==> src/rtl/sdram_seq_pkg.sv <==
package sdram_seq_pkg;

  typedef enum logic [1:0] {
    CMD_NOP,
    CMD_PALL,
    CMD_MODE,
    CMD_AREF
  } cmd_e;

  typedef enum logic [2:0] {
    ST_PAUSE,
    ST_PALL_WAIT,
    ST_MODE_WAIT,
    ST_IREF_WAIT,
    ST_RUN,
    ST_REF_WAIT
  } seq_st_e;

  // round up: cycles = ceil(ns * 1000 / period_ps)
  function automatic int ns_to_cyc(input longint ns, input longint period_ps);
    return int'((ns * 1000 + period_ps - 1) / period_ps);
  endfunction

endpackage

==> src/rtl/seq_timer.sv <==
module seq_timer #(
  parameter int W        = 16,
  parameter int INIT_VAL = 1
) (
  input  logic         clk_i,
  input  logic         rst_ni,
  input  logic         load_i,
  input  logic [W-1:0] load_val_i,
  output logic         zero_o
);
  logic [W-1:0] cnt_q;

  always_ff @(posedge clk_i or negedge rst_ni) begin
    if (!rst_ni)          cnt_q <= W'(INIT_VAL);
    else if (load_i)      cnt_q <= load_val_i;
    else if (cnt_q != '0) cnt_q <= cnt_q - 1'b1;
  end

  assign zero_o = (cnt_q == '0);
endmodule

==> src/rtl/refresh_debt.sv <==
module refresh_debt #(
  parameter int REFI_CYC = 780,
  parameter int DEBT_MAX = 8,
  localparam int IV_W    = $clog2(REFI_CYC + 1),
  localparam int DEBT_W  = $clog2(DEBT_MAX + 1)
) (
  input  logic              clk_i,
  input  logic              rst_ni,
  input  logic              run_i,
  input  logic              take_i,
  output logic [DEBT_W-1:0] debt_o
);
  localparam logic [IV_W-1:0]   IV_LAST = IV_W'(REFI_CYC - 1);
  localparam logic [DEBT_W-1:0] D_MAX   = DEBT_W'(DEBT_MAX);

  logic [IV_W-1:0]   iv_q;
  logic [DEBT_W-1:0] debt_q;
  logic              tick;

  assign tick = run_i && (iv_q == IV_LAST);

  always_ff @(posedge clk_i or negedge rst_ni) begin
    if (!rst_ni)            iv_q <= '0;
    else if (!run_i || tick) iv_q <= '0;
    else                     iv_q <= iv_q + 1'b1;
  end

  always_ff @(posedge clk_i or negedge rst_ni) begin
    if (!rst_ni) debt_q <= '0;
    else begin
      unique case ({tick, take_i})
        2'b10:   if (debt_q != D_MAX) debt_q <= debt_q + 1'b1;
        2'b01:   debt_q <= debt_q - 1'b1;
        default: debt_q <= debt_q;
      endcase
    end
  end

  assign debt_o = debt_q;
endmodule

==> src/rtl/cmd_encoder.sv <==
module cmd_encoder
  import sdram_seq_pkg::*;
#(
  parameter int                ADDR_W    = 13,
  parameter int                BA_W      = 2,
  parameter int                DQM_W     = 2,
  parameter int                PALL_BIT  = 10,
  parameter logic [ADDR_W-1:0] MODE_WORD = 13'h032
) (
  input  cmd_e              cmd_i,
  input  logic              ready_i,
  output logic              cke_o,
  output logic              cs_no,
  output logic              ras_no,
  output logic              cas_no,
  output logic              we_no,
  output logic [BA_W-1:0]   ba_o,
  output logic [ADDR_W-1:0] addr_o,
  output logic [DQM_W-1:0]  dqm_o
);
  always_comb begin
    cs_no  = 1'b0;
    ras_no = 1'b1;
    cas_no = 1'b1;
    we_no  = 1'b1;
    addr_o = '0;
    unique case (cmd_i)
      CMD_PALL: begin
        ras_no           = 1'b0;
        we_no            = 1'b0;
        addr_o[PALL_BIT] = 1'b1;
      end
      CMD_MODE: begin
        ras_no = 1'b0;
        cas_no = 1'b0;
        we_no  = 1'b0;
        addr_o = MODE_WORD;
      end
      CMD_AREF: begin
        ras_no = 1'b0;
        cas_no = 1'b0;
      end
      default: ;
    endcase
  end

  assign cke_o = 1'b1;
  assign ba_o  = '0;
  assign dqm_o = ready_i ? '0 : '1;
endmodule

==> src/rtl/sdram_init_refresh.sv <==
module sdram_init_refresh
  import sdram_seq_pkg::*;
#(
  parameter int                CLK_PERIOD_PS = 10000,
  parameter int                T_PAUSE_NS    = 200000,
  parameter int                T_RP_NS       = 18,
  parameter int                T_RFC_NS      = 72,
  parameter int                T_REFI_NS     = 7800,
  parameter int                T_MRD_CYC     = 2,
  parameter int                INIT_REFS     = 8,
  parameter int                DEBT_MAX      = 8,
  parameter int                ADDR_W        = 13,
  parameter int                BA_W          = 2,
  parameter int                DQM_W         = 2,
  parameter logic [ADDR_W-1:0] MODE_WORD     = 13'h032
) (
  input  logic              clk_i,
  input  logic              rst_ni,
  input  logic              idle_i,
  output logic              ready_o,
  output logic              ref_req_o,
  output logic              ref_busy_o,
  output logic              cke_o,
  output logic              cs_no,
  output logic              ras_no,
  output logic              cas_no,
  output logic              we_no,
  output logic [BA_W-1:0]   ba_o,
  output logic [ADDR_W-1:0] addr_o,
  output logic [DQM_W-1:0]  dqm_o
);
  localparam int PALL_BIT  = 10;
  localparam int PAUSE_CYC = ns_to_cyc(T_PAUSE_NS, CLK_PERIOD_PS);
  localparam int RP_CYC    = ns_to_cyc(T_RP_NS, CLK_PERIOD_PS);
  localparam int RFC_CYC   = ns_to_cyc(T_RFC_NS, CLK_PERIOD_PS);
  localparam int REFI_CYC  = ns_to_cyc(T_REFI_NS, CLK_PERIOD_PS);
  localparam int MAX_A     = (PAUSE_CYC > RFC_CYC) ? PAUSE_CYC : RFC_CYC;
  localparam int MAX_B     = (RP_CYC > T_MRD_CYC) ? RP_CYC : T_MRD_CYC;
  localparam int MAX_CYC   = (MAX_A > MAX_B) ? MAX_A : MAX_B;
  localparam int TMR_W     = $clog2(MAX_CYC + 1);
  localparam int IR_W      = $clog2(INIT_REFS + 1);
  localparam int DEBT_W    = $clog2(DEBT_MAX + 1);

  localparam logic [TMR_W-1:0] RP_LD  = TMR_W'(RP_CYC - 1);
  localparam logic [TMR_W-1:0] MRD_LD = TMR_W'(T_MRD_CYC - 1);
  localparam logic [TMR_W-1:0] RFC_LD = TMR_W'(RFC_CYC - 1);

  seq_st_e           st_q, st_d;
  cmd_e              cmd_q, cmd_d;
  logic              ready_q;
  logic [IR_W-1:0]   iref_q;
  logic [DEBT_W-1:0] debt;
  logic              tz, load;
  logic [TMR_W-1:0]  load_val;
  logic              issue_pall, issue_mode, issue_iref, issue_ref, go_run;

  seq_timer #(.W(TMR_W), .INIT_VAL(PAUSE_CYC - 1)) u_timer (
    .clk_i, .rst_ni, .load_i(load), .load_val_i(load_val), .zero_o(tz)
  );

  refresh_debt #(.REFI_CYC(REFI_CYC), .DEBT_MAX(DEBT_MAX)) u_debt (
    .clk_i, .rst_ni, .run_i(ready_q), .take_i(issue_ref), .debt_o(debt)
  );

  cmd_encoder #(
    .ADDR_W(ADDR_W), .BA_W(BA_W), .DQM_W(DQM_W),
    .PALL_BIT(PALL_BIT), .MODE_WORD(MODE_WORD)
  ) u_enc (
    .cmd_i(cmd_q), .ready_i(ready_q), .cke_o, .cs_no, .ras_no, .cas_no,
    .we_no, .ba_o, .addr_o, .dqm_o
  );

  logic iref_done;
  assign iref_done  = (iref_q == IR_W'(INIT_REFS));
  assign issue_pall = (st_q == ST_PAUSE) && tz;
  assign issue_mode = (st_q == ST_PALL_WAIT) && tz;
  assign issue_iref = ((st_q == ST_MODE_WAIT) && tz) ||
                      ((st_q == ST_IREF_WAIT) && tz && !iref_done);
  assign go_run     = (st_q == ST_IREF_WAIT) && tz && iref_done;
  assign issue_ref  = (st_q == ST_RUN) && (debt != '0) && idle_i;

  always_comb begin
    st_d     = st_q;
    cmd_d    = CMD_NOP;
    load     = 1'b0;
    load_val = RFC_LD;
    if (issue_pall) begin
      st_d = ST_PALL_WAIT; cmd_d = CMD_PALL; load = 1'b1; load_val = RP_LD;
    end else if (issue_mode) begin
      st_d = ST_MODE_WAIT; cmd_d = CMD_MODE; load = 1'b1; load_val = MRD_LD;
    end else if (issue_iref) begin
      st_d = ST_IREF_WAIT; cmd_d = CMD_AREF; load = 1'b1;
    end else if (go_run) begin
      st_d = ST_RUN;
    end else if (issue_ref) begin
      st_d = ST_REF_WAIT; cmd_d = CMD_AREF; load = 1'b1;
    end else if ((st_q == ST_REF_WAIT) && tz) begin
      st_d = ST_RUN;
    end
  end

  always_ff @(posedge clk_i or negedge rst_ni) begin
    if (!rst_ni) begin
      st_q    <= ST_PAUSE;
      cmd_q   <= CMD_NOP;
      ready_q <= 1'b0;
      iref_q  <= '0;
    end else begin
      st_q  <= st_d;
      cmd_q <= cmd_d;
      if (go_run)     ready_q <= 1'b1;
      if (issue_iref) iref_q  <= iref_q + 1'b1;
    end
  end

  assign ready_o    = ready_q;
  assign ref_req_o  = (debt != '0);
  assign ref_busy_o = (st_q == ST_REF_WAIT);
endmodule

==> config.mk <==
export PLATFORM = sky130hd
export DESIGN_NAME = sdram_init_refresh
export DESIGN_NICKNAME = d
export VERILOG_FILES = /design/src/rtl/sdram_seq_pkg.sv /design/src/rtl/seq_timer.sv /design/src/rtl/refresh_debt.sv /design/src/rtl/cmd_encoder.sv /design/src/rtl/sdram_init_refresh.sv
export SDC_FILE = /design/constraint.sdc
export NUM_CORES = 1
export LEC_CHECK = 0
export BUFFER_PORTS_ARGS = -buffer_cell sky130_fd_sc_hd__buf_2
export CAP_MARGIN = 20
export CELL_PAD_IN_SITES_DETAIL_PLACEMENT = 2
export CELL_PAD_IN_SITES_GLOBAL_PLACEMENT = 2
export CORE_MARGIN = 2
export CORE_UTILIZATION = 27
export DETAILED_ROUTE_END_ITERATION = 12
export PLACE_DENSITY = 0.72
export SLEW_MARGIN = 25
export SYNTH_ARGS = -nofsm -noshare
export SYNTH_HDL_FRONTEND = slang
export SYNTH_SLANG_ARGS = --single-unit
export TNS_END_PERCENT = 5
==> constraint.sdc <==
create_clock -name clk_i -period 4.1 [get_ports clk_i]
set_clock_uncertainty 0.1 [all_clocks]
set_input_delay 0 -clock clk_i [delete_from_list [all_inputs] [get_ports clk_i]]
set_output_delay 0 -clock clk_i [all_outputs]
set_load 0.01 [all_outputs]
==> reports/results.ini <==
[timing]
rsz0062_at_grt = false
setup_viol = 0
slew_headroom_pct = 39.9
worstMarginPinSlew_ns = 0.902
finalSetupTns_ns = 0
min_period_ns = 3.05
fmax_mhz = 328
slew_viol_final = 0
post-route-period-util_pct = 74.3
report.final.hold_viol_count = 0

[clock_network]
h-tree-depth = 2
cts_setup_buffers = 0
numCtsBuffers = 5
cts_resized = 0
clockBufferDepth = 2
path_clk_slew_ns = 0.08
worstSkewPairLatency_ns = 0.29
cts_root_buffer = clkbuf_8
tritoncts = done
hold_buffers = 1
clock-sinks = 39

[detailed_routing]
wl_per_cell_um = 13.4
viasPerCell = 4.55
dr.pass1.iters = 4
wl_um = 4600
drtIter0Drc = 49
postRouteAntennaNets = 0
drc = 0
vias = 1564

[placed_design]
gp_congestion = 0.768
place.detailed.hpwl_um = 3390
portBuffers = 14
dpl-instance-area_um2 = 2350
dp_cells = 335

[global_route]
grt_pass1_vias = 1725
grt.total_usage_pct = 11.6
antenna_found_initial = 0
grt-ovfl-total = 0
grt_max_degree = 40
grt_pass1_wl_um = 8280

[worst_setup_path]
startpoint = u_debt.iv_q[5]
crit_top_cell = or4_1
rr_startpoint = u_debt.iv_q[5]
path_max_fanout = 4
critical_path_class = reg -> reg
start_kind = flop
reg2reg_setup_slack_ns = 1.05
cp_slowest_cell = or4_1
rr_worst_depth = 9
endpoint = u_debt.debt_o[3]
r2r_end = u_debt.debt_o[3]
critPathCaptureType = flop
cp.arrival_ns = 3.14
crit_required_ns = 4.20
cp_cell_sequence = or4_1, or4_1, and2_1, ha_1, a21o_1, a21oi_1, and3_1, nor3_1, a221oi_1
critical_path.max_stage_delay_ns = 0.56

[floorplanning]
core-area_um2 = 8180
ios = 28
die_y_um = 95.6
start_util_pct = 27.7
num_rows = 33
die_area_um2 = 9140
chipWidth_um = 95.6

[outcome]
status = finished clean

[synthesis]
synthFlopType = dfrtp_1
avgSynthCellArea_um2 = 10.1
synth-edff-count = 0
synth_seq_cells = 39
yosysWarnings = 0
synth_area_leaders = dfrtp_1, dfstp_2, xnor2_1
synth.distinct_cells = 50
synth_top_area_cell = dfrtp_1
async_flop_share_pct = 100
synth_area_um2 = 2270
synth_top_cell_area_share_pct = 33.1
syn_inst = 225
ys_seq_area_share_pct = 43.6

[power_and_ir_drop]
power.share.sequential_pct = 55.5
p_switching_uw = 154
power.combinational.fraction_pct = 2.1
vdd_drop_max_mv = 0.123
power_density_nw_per_um2 = 281
leakage_uw = 0.00111
clkPwrFrac_pct = 42.4
intPower_uw = 539
power_switching_share_pct = 22.2

[finish]
fin_area_um2 = 2470
fin_nets = 253
drive_above_1_share_pct = 21.3
final_cells = 344
n_antenna_cell = 0
area_growth_pct = 8.89

[worst_hold_path]
hp-class = in -> reg

[flow_run]
drv_cap = 0

[critical path: cells and delay by family, from the launching register on]
| family | cells | cell delay [ns] |
|---|---|---|
| and+or+nand+nor | 5 | 1.60 |
| AOI/OAI and AO/OA | 3 | 0.54 |
| DFF | 1 | 0.41 |
| adders and majority gates | 1 | 0.29 |
[cell usage after synthesis, types with 2 or more instances]
cell type,instances
nand2_1,10
dfstp_2,9
or3_2,2
nor3_1,9
conb_1,2
a21oi_1,10
inv_1,13
dfrtp_1,30
nand4_1,2
nor2b_1,3
ha_1,11
xnor2_1,18
and2_1,3
buf_4,16
nor4_1,2
nor2_1,19
or4_1,5
o31ai_1,3
and3_1,4
nand3_1,4
or3_1,3
and4_1,2
nor2_2,10
xor2_1,4
o21ai_0,6
[final cells by class]
| class | count | area, um2 |
|---|---|---|
| flip-flops and latches | 39 | 987 |
| well taps | 105 | 131 |
| fillers | 916 | 5710 |
| clock inverters | 1 | 7.51 |
| repair buffers | 15 | 80.1 |
| inverters | 13 | 48.8 |
| multi-input cells | 164 | 1120 |
| clock buffers | 7 | 96.3 |
[registers in the layout, summed over array words and instances, names as in the netlist]
register / count
cmd_q: 2
st_q: 3
u_timer.cnt_q: 15
u_debt.debt_o: 4
ready_o: 1
iref_q: 4
u_debt.iv_q: 10
[power by group through the flow]
stage	clock (uW)	sequential, uW	combinational [uW]
global placement	0	392	14.2
global route	325	385	17.3
CTS	310	385	15.0
floorplan	0	392	14.4
finish	294	385	14.7
detailed placement	0	392	14.3
[metrics by stage]
| step | total power [uW] | worst slack (ns) | hold WS (ns) | utilization, % |
|---|---|---|---|---|
| 2_1_floorplan | 407 | 1.26 | -0.396 | - |
| 3_3_place_gp | 406 | 1.16 | 0.0799 | 28.7 |
| 3_5_place_dp | 406 | 1.05 | 0.0814 | 28.8 |
| 4_1_cts | 710 | 1.03 | 0.113 | 30.2 |
| 5_1_grt | 727 | 0.822 | 0.112 | 30.2 |
| 6_report | 693 | 1.05 | 0.103 | 30.2 |
[cells in the final DEF (no fill, tap or decap), types with 2 or more instances in the layout]
cell,instances
nor2_1,19
ha_1,11
and4_1,2
and3_1,4
xnor2_1,18
nor3_1,9
nand3_1,4
nand4_1,2
or3_2,2
nor4_1,2
nor2b_1,3
clkbuf_8,7
inv_1,13
conb_1,13
xor2_1,4
and2_1,3
dfrtp_1,30
a21oi_1,10
dfstp_2,9
buf_2,14
or4_1,5
or3_1,3
nor2_2,10
o21ai_0,6
nand2_1,10
o31ai_1,2
[logic make-up (layout without fill, tap and decap cells)]
group                    count (synthesis)  count (layout)  share of synthesized area (%)
AO/OA/AOI/OAI                           27              27                           7.40
multiplexers                             2               2                          0.939
flip-flops                              39              39                           43.6
adder cells (fa/ha/maj)                 12              12                           6.96
other                                    2              13                          0.331
AND/OR/NAND/NOR                         88              88                           23.1
buffers and inverters                   33              36                           9.22
XOR/XNOR                                22              22                           8.50
[worst min path at each step]
| stage | cells past startpoint | startpoint | to | slack, ns |
|---|---|---|---|---|
| floorplan | 0 | rst_ni | cmd_q[0] | -0.40 |
| global route | 3 | idle_i | u_timer.cnt_q[0] | 0.11 |
| CTS | 3 | idle_i | u_timer.cnt_q[0] | 0.11 |
| global placement | 1 | rst_ni | u_debt.debt_o[0] | 0.08 |
| detailed placement | 1 | rst_ni | u_debt.debt_o[0] | 0.08 |
| finish | 3 | idle_i | u_timer.cnt_q[0] | 0.10 |
[routing by layer]
metal	global-route usage (%)	share of wire, %	up-vias
li1	-	-	758
met1	14.8	48	779
met3	2.37	2.6	5
met4	3.93	1.5	0
met2	19.6	48	22
met5	0	0	-
Note: power is estimated with default switching activity, not from simulation.
